File: config.mk
export PLATFORM = sky130hd
export DESIGN_NAME = bitfield_mem_ctrl
export DESIGN_NICKNAME = d
export VERILOG_FILES = /design/src/rtl/bfm_pkg.sv /design/src/rtl/bfm_span.sv /design/src/rtl/bfm_alu.sv /design/src/rtl/bfm_window.sv /design/src/rtl/bitfield_mem_ctrl.sv
export SDC_FILE = /design/constraint.sdc
export NUM_CORES = 1
export LEC_CHECK = 0
export BUFFER_PORTS_ARGS = -buffer_cell sky130_fd_sc_hd__buf_2
export CAP_MARGIN = 0
export CORE_ASPECT_RATIO = 1.25
export CORE_MARGIN = 2
export CORE_UTILIZATION = 40
export DETAILED_ROUTE_END_ITERATION = 6
export PLACE_DENSITY = 0.68
export SETUP_SLACK_MARGIN = 0.2
export SKIP_LAST_GASP = 1
export SYNTH_ARGS = -nofsm -noshare
export SYNTH_HDL_FRONTEND = slang
export SYNTH_SLANG_ARGS = --single-unit
File: constraint.sdc
create_clock -name clk -period 6 [get_ports clk]
set_clock_uncertainty 0.1 [all_clocks]
set_input_delay 0.6 -clock clk [delete_from_list [all_inputs] [get_ports clk]]
set_output_delay 0.6 -clock clk [all_outputs]
set_load 0.05 [all_outputs]
File: src/rtl/bfm_pkg.sv
// Package: shared types for the bit-addressed field memory controller.
// Assumes a 3-bit operation code on the core request.
package bfm_pkg;

    typedef enum logic [2:0] {
        OP_REPL = 3'd0,
        OP_AND  = 3'd1,
        OP_OR   = 3'd2,
        OP_XOR  = 3'd3,
        OP_ADD  = 3'd4,
        OP_SUB  = 3'd5
    } bf_op_e;

    typedef enum logic [2:0] {
        S_IDLE,
        S_RD_ISSUE,
        S_RD_CAP,
        S_WR,
        S_DONE
    } bf_state_e;

    // Map a raw request code onto an operation; unused codes store plainly.
    function automatic bf_op_e to_op(input logic [2:0] code);
        case (code)
            3'd1:    return OP_AND;
            3'd2:    return OP_OR;
            3'd3:    return OP_XOR;
            3'd4:    return OP_ADD;
            3'd5:    return OP_SUB;
            default: return OP_REPL;
        endcase
    endfunction

endpackage

File: src/rtl/bfm_span.sv
// Module: bfm_span
// Works out which memory words a field touches, the field mask, the mask
// of the field inside the multi-word window, and which words must be read.
// Assumes the offset is below WORD_W and the width is wm1_i+1.
module bfm_span #(
    parameter int FIELD_W   = 32,
    parameter int WORD_W    = 16,
    parameter int MAX_WORDS = 3,
    parameter int OFF_W     = 4,
    parameter int LEN_W     = 5,
    parameter int IDX_W     = 2
) (
    input  logic [OFF_W-1:0]            off_i,
    input  logic [LEN_W-1:0]            wm1_i,
    input  logic                        rd_all_i,
    output logic [FIELD_W-1:0]          fmask_o,
    output logic [MAX_WORDS*WORD_W-1:0] wmask_o,
    output logic [IDX_W-1:0]            last_o,
    output logic [MAX_WORDS-1:0]        need_rd_o
);
    localparam int WIN_W  = MAX_WORDS * WORD_W;
    localparam int SPAN_W = $clog2(WIN_W);

    logic [LEN_W:0]    width;
    logic [LEN_W:0]    rshift;
    logic [SPAN_W-1:0] end_bit;

    // Field mask, window mask and index of the last touched word.
    always_comb begin
        width   = (LEN_W+1)'(wm1_i) + (LEN_W+1)'(1);
        rshift  = (LEN_W+1)'(FIELD_W) - width;
        fmask_o = {FIELD_W{1'b1}} >> rshift;
        wmask_o = WIN_W'(fmask_o) << off_i;
        end_bit = SPAN_W'(off_i) + SPAN_W'(wm1_i);
        last_o  = IDX_W'(end_bit >> OFF_W);
    end

    // One read-need flag per window word.
    for (genvar g = 0; g < MAX_WORDS; g++) begin : g_word
        assign need_rd_o[g] = (IDX_W'(g) <= last_o) &&
                              (rd_all_i || !(&wmask_o[g*WORD_W +: WORD_W]));
    end

endmodule

File: src/rtl/bfm_alu.sv
// Module: bfm_alu
// Combines the old field value with the core operand and truncates the
// result to the field width. Assumes both inputs are right-justified.
module bfm_alu
    import bfm_pkg::*;
#(
    parameter int FIELD_W = 32
) (
    input  bf_op_e               op_i,
    input  logic [FIELD_W-1:0]   old_i,
    input  logic [FIELD_W-1:0]   opnd_i,
    input  logic [FIELD_W-1:0]   fmask_i,
    output logic [FIELD_W-1:0]   res_o
);
    logic [FIELD_W-1:0] raw;

    // Select the operation, then clip to the field width.
    always_comb begin
        case (op_i)
            OP_AND:  raw = old_i & opnd_i;
            OP_OR:   raw = old_i | opnd_i;
            OP_XOR:  raw = old_i ^ opnd_i;
            OP_ADD:  raw = old_i + opnd_i;
            OP_SUB:  raw = old_i - opnd_i;
            default: raw = opnd_i;
        endcase
        res_o = raw & fmask_i;
    end

endmodule

File: src/rtl/bfm_window.sv
// Module: bfm_window
// Barrel-shifts a field out of the captured word window (with optional sign
// extension) and shifts a new field value back into the window.
// Assumes wmask_i equals fmask_i shifted left by off_i.
module bfm_window #(
    parameter int FIELD_W   = 32,
    parameter int WORD_W    = 16,
    parameter int MAX_WORDS = 3,
    parameter int OFF_W     = 4,
    parameter int LEN_W     = 5
) (
    input  logic [MAX_WORDS*WORD_W-1:0] win_i,
    input  logic [OFF_W-1:0]            off_i,
    input  logic [MAX_WORDS*WORD_W-1:0] wmask_i,
    input  logic [FIELD_W-1:0]          fmask_i,
    input  logic [LEN_W-1:0]            wm1_i,
    input  logic                        sext_i,
    input  logic [FIELD_W-1:0]          res_i,
    output logic [FIELD_W-1:0]          field_o,
    output logic [FIELD_W-1:0]          rdata_o,
    output logic [MAX_WORDS*WORD_W-1:0] win_o
);
    localparam int WIN_W = MAX_WORDS * WORD_W;

    logic [WIN_W-1:0] shifted;
    logic             top_bit;

    // Extract path: align right, mask, optionally sign-extend.
    always_comb begin
        shifted = win_i >> off_i;
        field_o = shifted[FIELD_W-1:0] & fmask_i;
        top_bit = field_o[wm1_i];
        rdata_o = field_o | ((sext_i && top_bit) ? ~fmask_i : '0);
    end

    // Insert path: clear the field bits and OR in the shifted new value.
    always_comb begin
        win_o = (win_i & ~wmask_i) | (WIN_W'(res_i & fmask_i) << off_i);
    end

endmodule

File: src/rtl/bitfield_mem_ctrl.sv
// Module: bitfield_mem_ctrl (top)
// Turns bit-addressed field requests from a core into 16-bit word memory
// cycles: a read phase that fills a word window, then (for writes) a
// write phase from the merged window. Assumes a memory with one cycle of
// read latency and one request in flight at a time.
module bitfield_mem_ctrl
    import bfm_pkg::*;
#(
    parameter int FIELD_W = 32,
    parameter int WORD_W  = 16,
    parameter int MEM_AW  = 16,
    parameter int ADDR_W  = MEM_AW + $clog2(WORD_W),
    parameter int LEN_W   = $clog2(FIELD_W)
) (
    input  logic               clk,
    input  logic               rst_n,
    input  logic               req_valid,
    output logic               req_ready,
    input  logic [ADDR_W-1:0]  req_addr,
    input  logic [LEN_W-1:0]   req_wlen,
    input  logic               req_write,
    input  logic [2:0]         req_op,
    input  logic               req_sext,
    input  logic [FIELD_W-1:0] req_wdata,
    output logic               rsp_done,
    output logic [FIELD_W-1:0] rsp_rdata,
    output logic               mem_re,
    output logic               mem_we,
    output logic [MEM_AW-1:0]  mem_addr,
    output logic [WORD_W-1:0]  mem_wdata,
    input  logic [WORD_W-1:0]  mem_rdata
);
    localparam int OFF_W     = $clog2(WORD_W);
    localparam int MAX_WORDS = (WORD_W + FIELD_W - 2) / WORD_W + 1;
    localparam int WIN_W     = MAX_WORDS * WORD_W;
    localparam int IDX_W     = (MAX_WORDS > 1) ? $clog2(MAX_WORDS) : 1;

    bf_state_e          state;
    logic [MEM_AW-1:0]  base_q;
    logic [OFF_W-1:0]   off_q;
    logic [LEN_W-1:0]   wm1_q;
    logic               wr_q;
    bf_op_e             op_q;
    logic               sext_q;
    logic [FIELD_W-1:0] opnd_q;
    logic [IDX_W-1:0]   idx_q;
    logic [WIN_W-1:0]   win_q;

    logic [FIELD_W-1:0]   fmask;
    logic [WIN_W-1:0]     wmask;
    logic [IDX_W-1:0]     last_idx;
    logic [MAX_WORDS-1:0] need_rd;
    logic                 rd_all;
    logic [FIELD_W-1:0]   old_field;
    logic [FIELD_W-1:0]   rd_value;
    logic [FIELD_W-1:0]   result;
    logic [WIN_W-1:0]     new_win;
    logic                 at_last;

    assign rd_all  = !wr_q || (op_q != OP_REPL);
    assign at_last = (idx_q == last_idx);

    bfm_span #(
        .FIELD_W(FIELD_W), .WORD_W(WORD_W), .MAX_WORDS(MAX_WORDS),
        .OFF_W(OFF_W), .LEN_W(LEN_W), .IDX_W(IDX_W)
    ) u_span (
        .off_i(off_q), .wm1_i(wm1_q), .rd_all_i(rd_all),
        .fmask_o(fmask), .wmask_o(wmask), .last_o(last_idx),
        .need_rd_o(need_rd)
    );

    bfm_window #(
        .FIELD_W(FIELD_W), .WORD_W(WORD_W), .MAX_WORDS(MAX_WORDS),
        .OFF_W(OFF_W), .LEN_W(LEN_W)
    ) u_window (
        .win_i(win_q), .off_i(off_q), .wmask_i(wmask), .fmask_i(fmask),
        .wm1_i(wm1_q), .sext_i(sext_q), .res_i(result),
        .field_o(old_field), .rdata_o(rd_value), .win_o(new_win)
    );

    bfm_alu #(.FIELD_W(FIELD_W)) u_alu (
        .op_i(op_q), .old_i(old_field), .opnd_i(opnd_q),
        .fmask_i(fmask), .res_o(result)
    );

    // Port outputs decoded from the sequencer state.
    always_comb begin
        req_ready = (state == S_IDLE);
        rsp_done  = (state == S_DONE);
        rsp_rdata = wr_q ? result : rd_value;
        mem_re    = (state == S_RD_ISSUE) && need_rd[idx_q];
        mem_we    = (state == S_WR);
        mem_addr  = base_q + MEM_AW'(idx_q);
        mem_wdata = new_win[idx_q*WORD_W +: WORD_W];
    end

    // Sequencer: latch request, read needed words, write merged words.
    always_ff @(posedge clk) begin
        if (!rst_n) begin
            state  <= S_IDLE;
            base_q <= '0;
            off_q  <= '0;
            wm1_q  <= '0;
            wr_q   <= 1'b0;
            op_q   <= OP_REPL;
            sext_q <= 1'b0;
            opnd_q <= '0;
            idx_q  <= '0;
            win_q  <= '0;
        end else begin
            case (state)
                S_IDLE: begin
                    if (req_valid) begin
                        base_q <= req_addr[ADDR_W-1:OFF_W];
                        off_q  <= req_addr[OFF_W-1:0];
                        wm1_q  <= req_wlen;
                        wr_q   <= req_write;
                        op_q   <= to_op(req_op);
                        sext_q <= req_sext;
                        opnd_q <= req_wdata;
                        idx_q  <= '0;
                        state  <= S_RD_ISSUE;
                    end
                end
                S_RD_ISSUE: begin
                    if (need_rd[idx_q]) begin
                        state <= S_RD_CAP;
                    end else if (at_last) begin
                        idx_q <= '0;
                        state <= wr_q ? S_WR : S_DONE;
                    end else begin
                        idx_q <= idx_q + 1'b1;
                    end
                end
                S_RD_CAP: begin
                    win_q[idx_q*WORD_W +: WORD_W] <= mem_rdata;
                    if (at_last) begin
                        idx_q <= '0;
                        state <= wr_q ? S_WR : S_DONE;
                    end else begin
                        idx_q <= idx_q + 1'b1;
                        state <= S_RD_ISSUE;
                    end
                end
                S_WR: begin
                    if (at_last) state <= S_DONE;
                    else         idx_q <= idx_q + 1'b1;
                end
                default: state <= S_IDLE;
            endcase
        end
    end

    // Marks that at least one clock has passed since reset released.
    logic past_ok_q;
    always_ff @(posedge clk) begin
        if (!rst_n) past_ok_q <= 1'b0;
        else        past_ok_q <= 1'b1;
    end


    mem_excl_chk: assert property (@(posedge clk) disable iff (!rst_n)
        !(mem_re && mem_we));


    done_pulse_chk: assert property (@(posedge clk) disable iff (!rst_n)
        rsp_done |=> !rsp_done);


    busy_ready_chk: assert property (@(posedge clk) disable iff (!rst_n)
        (req_valid && req_ready) |=> !req_ready);


    idle_quiet_chk: assert property (@(posedge clk) disable iff (!rst_n)
        req_ready |-> (!mem_re && !mem_we && !rsp_done));


    wr_seq_chk: assert property (@(posedge clk) disable iff (!rst_n)
        (past_ok_q && mem_we && $past(mem_we)) |->
            (mem_addr == MEM_AW'($past(mem_addr) + 1'b1)));


    rd_capture_chk: assert property (@(posedge clk) disable iff (!rst_n)
        mem_re |=> (state == S_RD_CAP));

endmodule

==> flow_summary.toml, run 1 <==
[yosys]
synth_fp_nets = 2812
syn-cell-area_um2 = 18340
yosysTopAreaCellShare = 0.1255
synth_largest_area_cell = "dfxtp_1"
ys_types = 104
synth_cells = 2628
synth_warnings = 0
seq_area_frac_synth = 0.1255
ys_async_sr_fraction = 0
syn_avg_cell_area_um2 = 6.978
synth_area_leaders = "dfxtp_1 (13%), nand2_1 (8.1%), ha_1 (7.0%)"
ys_seq_elements = 115
synth-main-ff-cell = "dfxtp_1"
synth-edff-count = 0

[worst_setup_path]
required_ps = 5300
rrSetupSlack_ps = 1430
cp_cell_sequence = "buf_4, mux4_2, mux2i_4, nand2_2, o21ai_2, or2_4, inv_2, ha_1, a21o_1, a21o_1, buf_4, a21oi_2, o21ai_4, a21o_1, or3_1, a31o_2, nand3_1, o21ai_0, mux2_4, mux4_2, a31oi_4, buf_6"
rr_endpoint = "idx_q[0]"
cp_data_arrival_time_ps = 5990
crit_type = "flip-flop to output port"
worst_path_largest_cell_delay_ps = 590
critPathBufInv = 4
worstReg2RegStart = "off_q[0]"
reg2regPathDepth = 15
cp_slowest_cell = "mux4_2"
crit_path_max_fanout = 7
worst_path_most_repeated_cell = "a21o_1"
start_kind = "flip-flop"
cp_top_family = "multiplexers"
cp-end-kind = "output port"

[die]
die_area_um2 = 47580
die_h_um = 243.4
initial_utilization = 0.4059
core_um2 = 45170
pin_count = 149
die_w_um = 195.5
rows = 87

[clock_network]
cts_made_buffers = 17
cts_root_buf = "clkbuf_16"
clk_pin_slew_worst_paths_ps = 80
htree_levels = 4
cts_hold_buf = 0
cts_sinks = 115
clock_latency_ps = 480
cts_tree = "built"
cts_buffer_depth = 2

[finish]
fin_util = 0.6244
seq_area_um2 = 2318
multiInputGateArea_um2 = 16860
nFillCells = 4092
syn_to_final_growth_pct = 53.83
layout.cells.non_filler = 3951
drive_gt1_frac = 0.4149
final_nets = 3543

[detailed_routing]
first_pass_iters = 6
wl_mm = 121.9
drt_iter0_drc = 3536
wl_per_cell_um = 30.86
antenna_left = 0
vias = 26590
via_per_inst = 6.731
post-route-drc-count = 0

[global_routing]
met1_usage = 0.5461
busiest_layer = "met2"
met2_usage = 0.7866
grt_max_degree = 114
grt.total_usage = 0.5008
grt-ovfl-total = 0
grt_pass1_vias = 26090
grt_util_met3 = 0.1178
grt_pass1_wl_mm = 174.7
antenna_found_initial = 1

[place]
dp.cells = 3826
hpwl_mm = 96.60
gp_congestion = 1.118
port_buffers = 148
dp_slack_ps = -843.3

[sta]
clock.fmax_mhz = 149.5
hold_viol = 0
setup_slack_ps = -690.2
fin_crit_sh = 1.115
setup_viol = 16
rsz0062_at_grt = "yes"
whs_ps = 264.7
tightestPinTransition_ps = 1420
relSlewSlack = 0.04973
drv_slew = 0
min_period_ps = 6690

[power]
powerDensity_nw_per_um2 = 211.8
total_power_mw = 5.975
max-vdd-ir-drop_mv = 0.2342
power.leakage_nw = 11.85

[status]
status = "finished, violations left"
violations = "setup timing"

[hold_path]
hold_start = "req_wdata[21]"
hold_path_depth = 3
min_to = "opnd_q[21]"
hold_path_class = "input pin to flip-flop"

[run]
drv_cap = 0
==> worst max path at each step <==
stage / to / depth (start not counted) / slack, ps / startpoint
final: mem_wdata[15] / 22 / -690 / off_q[0]
after detailed placement: mem_wdata[9] / 25 / -840 / off_q[1]
after CTS: mem_wdata[15] / 23 / -560 / off_q[1]
after global placement: mem_wdata[2] / 25 / -750 / off_q[1]
after floorplan: mem_wdata[15] / 25 / -150 / off_q[1]
after global routing: mem_wdata[15] / 23 / -780 / off_q[0]
==> worst min-delay path, cell delays in order <==
cell      delay (ps)
buf_2            100
nand2_1           50
a21boi_0          70
==> flip-flops by register name, summed over array words and instances (netlist names) <==
signal,cells
idx_q,2
op_q,3
opnd_q,32
off_q,4
wm1_q,5
base_q,16
wr_q,1
state,3
sext_q,1
win_q,48
==> layout by cell type (no fill, tap or decap), types with 17 or more instances in the layout <==
cell	netlist	routed
xnor2_1	41	37
a22oi_1	21	17
buf_4	2	737
a21oi_1	201	158
clkbuf_16	0	17
buf_2	12	104
mux2_2	32	24
dfxtp_1	115	108
nand4_1	20	20
nor3_1	60	49
o22ai_1	36	34
o211ai_1	38	38
and2_1	32	28
a21o_1	37	36
mux4_2	43	43
inv_2	1	20
a21boi_0	117	115
mux2i_1	83	62
a31oi_1	42	32
a21oi_2	1	36
buf_6	3	52
ha_1	102	77
inv_1	99	77
nand2_1	398	382
nand3_1	120	114
nor2_1	164	150
a211oi_1	53	42
and3_1	32	23
o21ai_0	107	80
o21ai_2	0	20
o21ai_1	22	25
buf_12	0	21
ha_4	0	21
==> where the power goes <==
| group | total (mW) | switching, mW | internal, mW |
|---|---|---|---|
| Sequential | 0.885 | 0.0705 | 0.814 |
| Clock | 1.19 | 0.467 | 0.720 |
| Combinational | 3.90 | 2.35 | 1.56 |
==> cell usage after synthesis (36+ instances only) <==
cell type  number
nor3_1         60
o22ai_1        36
dfxtp_1       115
nand3_1       120
clkbuf_1      172
a21oi_1       201
ha_1          102
inv_1          99
nor2_1        164
a21o_1         37
o21ai_0       107
a21boi_0      117
o211ai_1       38
a31oi_1        42
mux4_2         43
xnor2_1        41
mux2i_1        83
nand2_1       398
a211oi_1       53
==> repair_timing <==
| item | CTS | global route |
|---|---|---|
| cloned | 1 | 0 |
| endpoints found under the hold margin | 0 | 0 |
| setup endpoints to repair | 47 | 46 |
| gates resized for setup | 419 | 126 |
| pin swaps | 112 | 36 |
| setup buffers | 74 | 17 |
==> cell families (layout without fill, tap and decap cells) <==
logic type | count (synthesis) | after routing | synth area share
multiplexers | 163 | 163 | 0.1210
AO/OA/AOI/OAI | 923 | 923 | 0.3500
AND/OR/NAND/NOR | 953 | 953 | 0.2402
adder cells (fa/ha/maj) | 107 | 107 | 0.07287
buffers and inverters | 321 | 1065 | 0.06844
other | 0 | 1 | 0
flip-flops | 115 | 115 | 0.1255
XOR/XNOR | 46 | 46 | 0.02197
==> layer usage <==
layer,up-vias,wire (um)
li1,11280,-
met4,0,15240
met5,-,0
met1,12710,42170
met3,673,11580
met2,1931,52940
==> stage by stage <==
step / TNS (ps) / cell area [um2]
6_report: -7499 / 28210
2_1_floorplan: -152.0 / 18540
3_5_place_dp: -8772 / 24510
4_1_cts: -5580 / 27540
3_3_place_gp: -8221 / 24510
5_1_grt: -9557 / 28210
==> layout make-up <==
type,instances,share of cell area
multi-input combinational,2192,0.5977
inverter,104,0.01446
timing repair buffer,929,0.2575
antenna,1,0.00008871
clock inverter,11,0.006121
sequential,115,0.08219
tap,578,0.02564
clock buffer,21,0.01632
Power figures use the tool's default switching activity.
==> run 2, diff against run 1 <==
Settings changed: RECOVER_POWER from default to 100.
==> run 2 against run 1 <==
Effect of this change:
- the flow finishes with violations (capacitance limit, slew limit, setup timing)
- flip-flop and latch count is the same
- register-to-register slack lost 800 ps
- worst hold slack gained 2.4 ps
- critical path type unchanged
- highest routed layer unchanged
==> flow_summary.toml, run 2 (same netlist as run 1, synthesis figures left out) <==
[sta]
setup_slack_ps = -693.8
drv_slew = 93
fin_crit_sh = 1.116
relSlewSlack = -0.3326
setup_viol = 32
rsz0062_at_grt = "yes"
tightestPinTransition_ps = 1994
min_period_ps = 6694
clock.fmax_mhz = 149.4
hold_viol = 0
tns_ps = -8448

[worst_setup_path]
start_kind = "flip-flop"
required_ps = 5300
cp_top_family = "multiplexers"
reg2regPathDepth = 13
crit_path_max_fanout = 7
cp_data_arrival_time_ps = 5990
cp_slowest_cell = "mux4_2"
worst_path_largest_cell_delay_ps = 600
rr_endpoint = "idx_q[1]"
worstReg2RegStart = "off_q[1]"
crit_type = "flip-flop to output port"
cp_cell_sequence = "buf_4, mux4_2, mux2i_4, nand2_2, o21ai_2, or2_4, inv_2, ha_1, a21o_1, a21o_1, buf_4, a21oi_2, o21ai_4, a21o_1, or3_1, a31o_2, nand3_1, o21ai_0, mux2_4, mux4_2, a31oi_4, buf_6"
cp-end-kind = "output port"
rrSetupSlack_ps = 630
worst_path_most_repeated_cell = "a21o_1"
critPathBufInv = 4

[die]
die_area_um2 = 47580
die_h_um = 243.4
initial_utilization = 0.4059
core_um2 = 45170
die_w_um = 195.5
pin_count = 149
rows = 87

[place]
hpwl_mm = 96.60
placed_area_um2 = 24510
port_buffers = 148
gp_congestion = 1.118

[finish]
fin_util = 0.6221
largest_reg_flops = 48
top_regs = "win_q x48, opnd_q x32, base_q x16"
final_cell_mix = "buf_4 (731), nand2_1 (384), a21oi_1 (159)"
finish.instance_area_um2 = 28100
final_nets = 3543
drive_gt1_frac = 0.4057
top_register = "win_q"
syn_to_final_growth_pct = 53.25
final_common_cell = "buf_4"

[clock_network]
clock_latency_ps = 480
htree_levels = 4
clk_pin_slew_worst_paths_ps = 80
cts_made_buffers = 17
cts_hold_buf = 0
cts_buffer_depth = 2
cts_sinks = 115
cts_tree = "built"
cts_root_buf = "clkbuf_16"

[power]
total_power_mw = 5.959
power.leakage_nw = 11.74
max-vdd-ir-drop_mv = 0.2359
powerDensity_nw_per_um2 = 212.0

[global_routing]
grt.total_usage = 0.5008
antenna_found_initial = 1
grt_pass1_wl_mm = 174.7
grt_max_degree = 114
grt-ovfl-total = 0
grt_pass1_vias = 26090

[detailed_routing]
wl_mm = 122.1
vias = 26720
wl_per_cell_um = 30.89
first_pass_iters = 6
via_per_inst = 6.762
antenna_left = 0
post-route-drc-count = 0
drt_iter0_drc = 3444

[status]
status = "finished, violations left"
violations = "capacitance limit, slew limit, setup timing"

[hold_path]
min_to = "opnd_q[21]"
hold_start = "req_wdata[21]"
hold_path_class = "input pin to flip-flop"
hold_path_depth = 3

[run]
drv_cap = 3
## run 2: cell type report
cell class / instances / area, um2
fillers: 4121 / 17070
multi-input cells: 2192 / 16810
repair buffers: 929 / 7211
flip-flops and latches: 115 / 2318
well taps: 578 / 723.2
clock buffers: 21 / 460.4
inverters: 104 / 407.9
clock inverters: 11 / 172.7
diodes: 1 / 2.502
## run 2: worst max-delay path by stage
stage              from       endpoint  slack (ps)  cells after the start
2_1_floorplan  off_q[1]  mem_wdata[15]        -150                     25
3_3_place_gp   off_q[1]   mem_wdata[2]        -750                     25
3_5_place_dp   off_q[1]   mem_wdata[9]        -840                     25
4_1_cts        off_q[1]  mem_wdata[15]        -560                     23
5_1_grt        off_q[0]  mem_wdata[15]        -780                     23
6_report       off_q[0]  mem_wdata[15]        -690                     22
## run 2: through the flow
stage	setup WS, ps	hold WS, ps	instances
floorplan	-151.8	339.2	2628
global placement	-753.8	356.9	3826
detailed placement	-843.3	368.7	3826
CTS	-561.6	282.2	3933
global route	-781.3	273.1	3950
finish	-693.8	267.2	3951
## run 2: worst reg2reg max path: stages (launching register included)
cell	delay, ps
dfxtp_4	400
buf_8	170
buf_4	140
clkbuf_1	660
nor2_1	1410
o21ai_0	360
or3_1	460
a2111oi_0	490
o2bb2ai_1	190
nand2_1	190
mux2_2	180
o21ai_0	160
mux2i_1	170
and2_0	200
## run 2: timing repair
item                                    in CTS  in global routing
pin swaps                                  112                 36
buffers inserted                            74                 17
resized for setup                          419                126
cloned                                       1                  0
endpoints found under the setup margin      47                 46
## run 2: power breakdown
part	switching [mW]	leakage, nW	internal (mW)
logic	2.34	10.5	1.55
registers	0.0706	0.940	0.814
clock network	0.464	0.309	0.720
total	2.88	11.7	3.08
## run 2: per-layer routing
layer	vias up	global-route usage	wire, um
li1	11300	-	-
met1	12670	0.5461	41730
met2	2019	0.7866	52640
met3	722	0.1178	12170
met4	0	0.5013	15510
met5	-	0	0
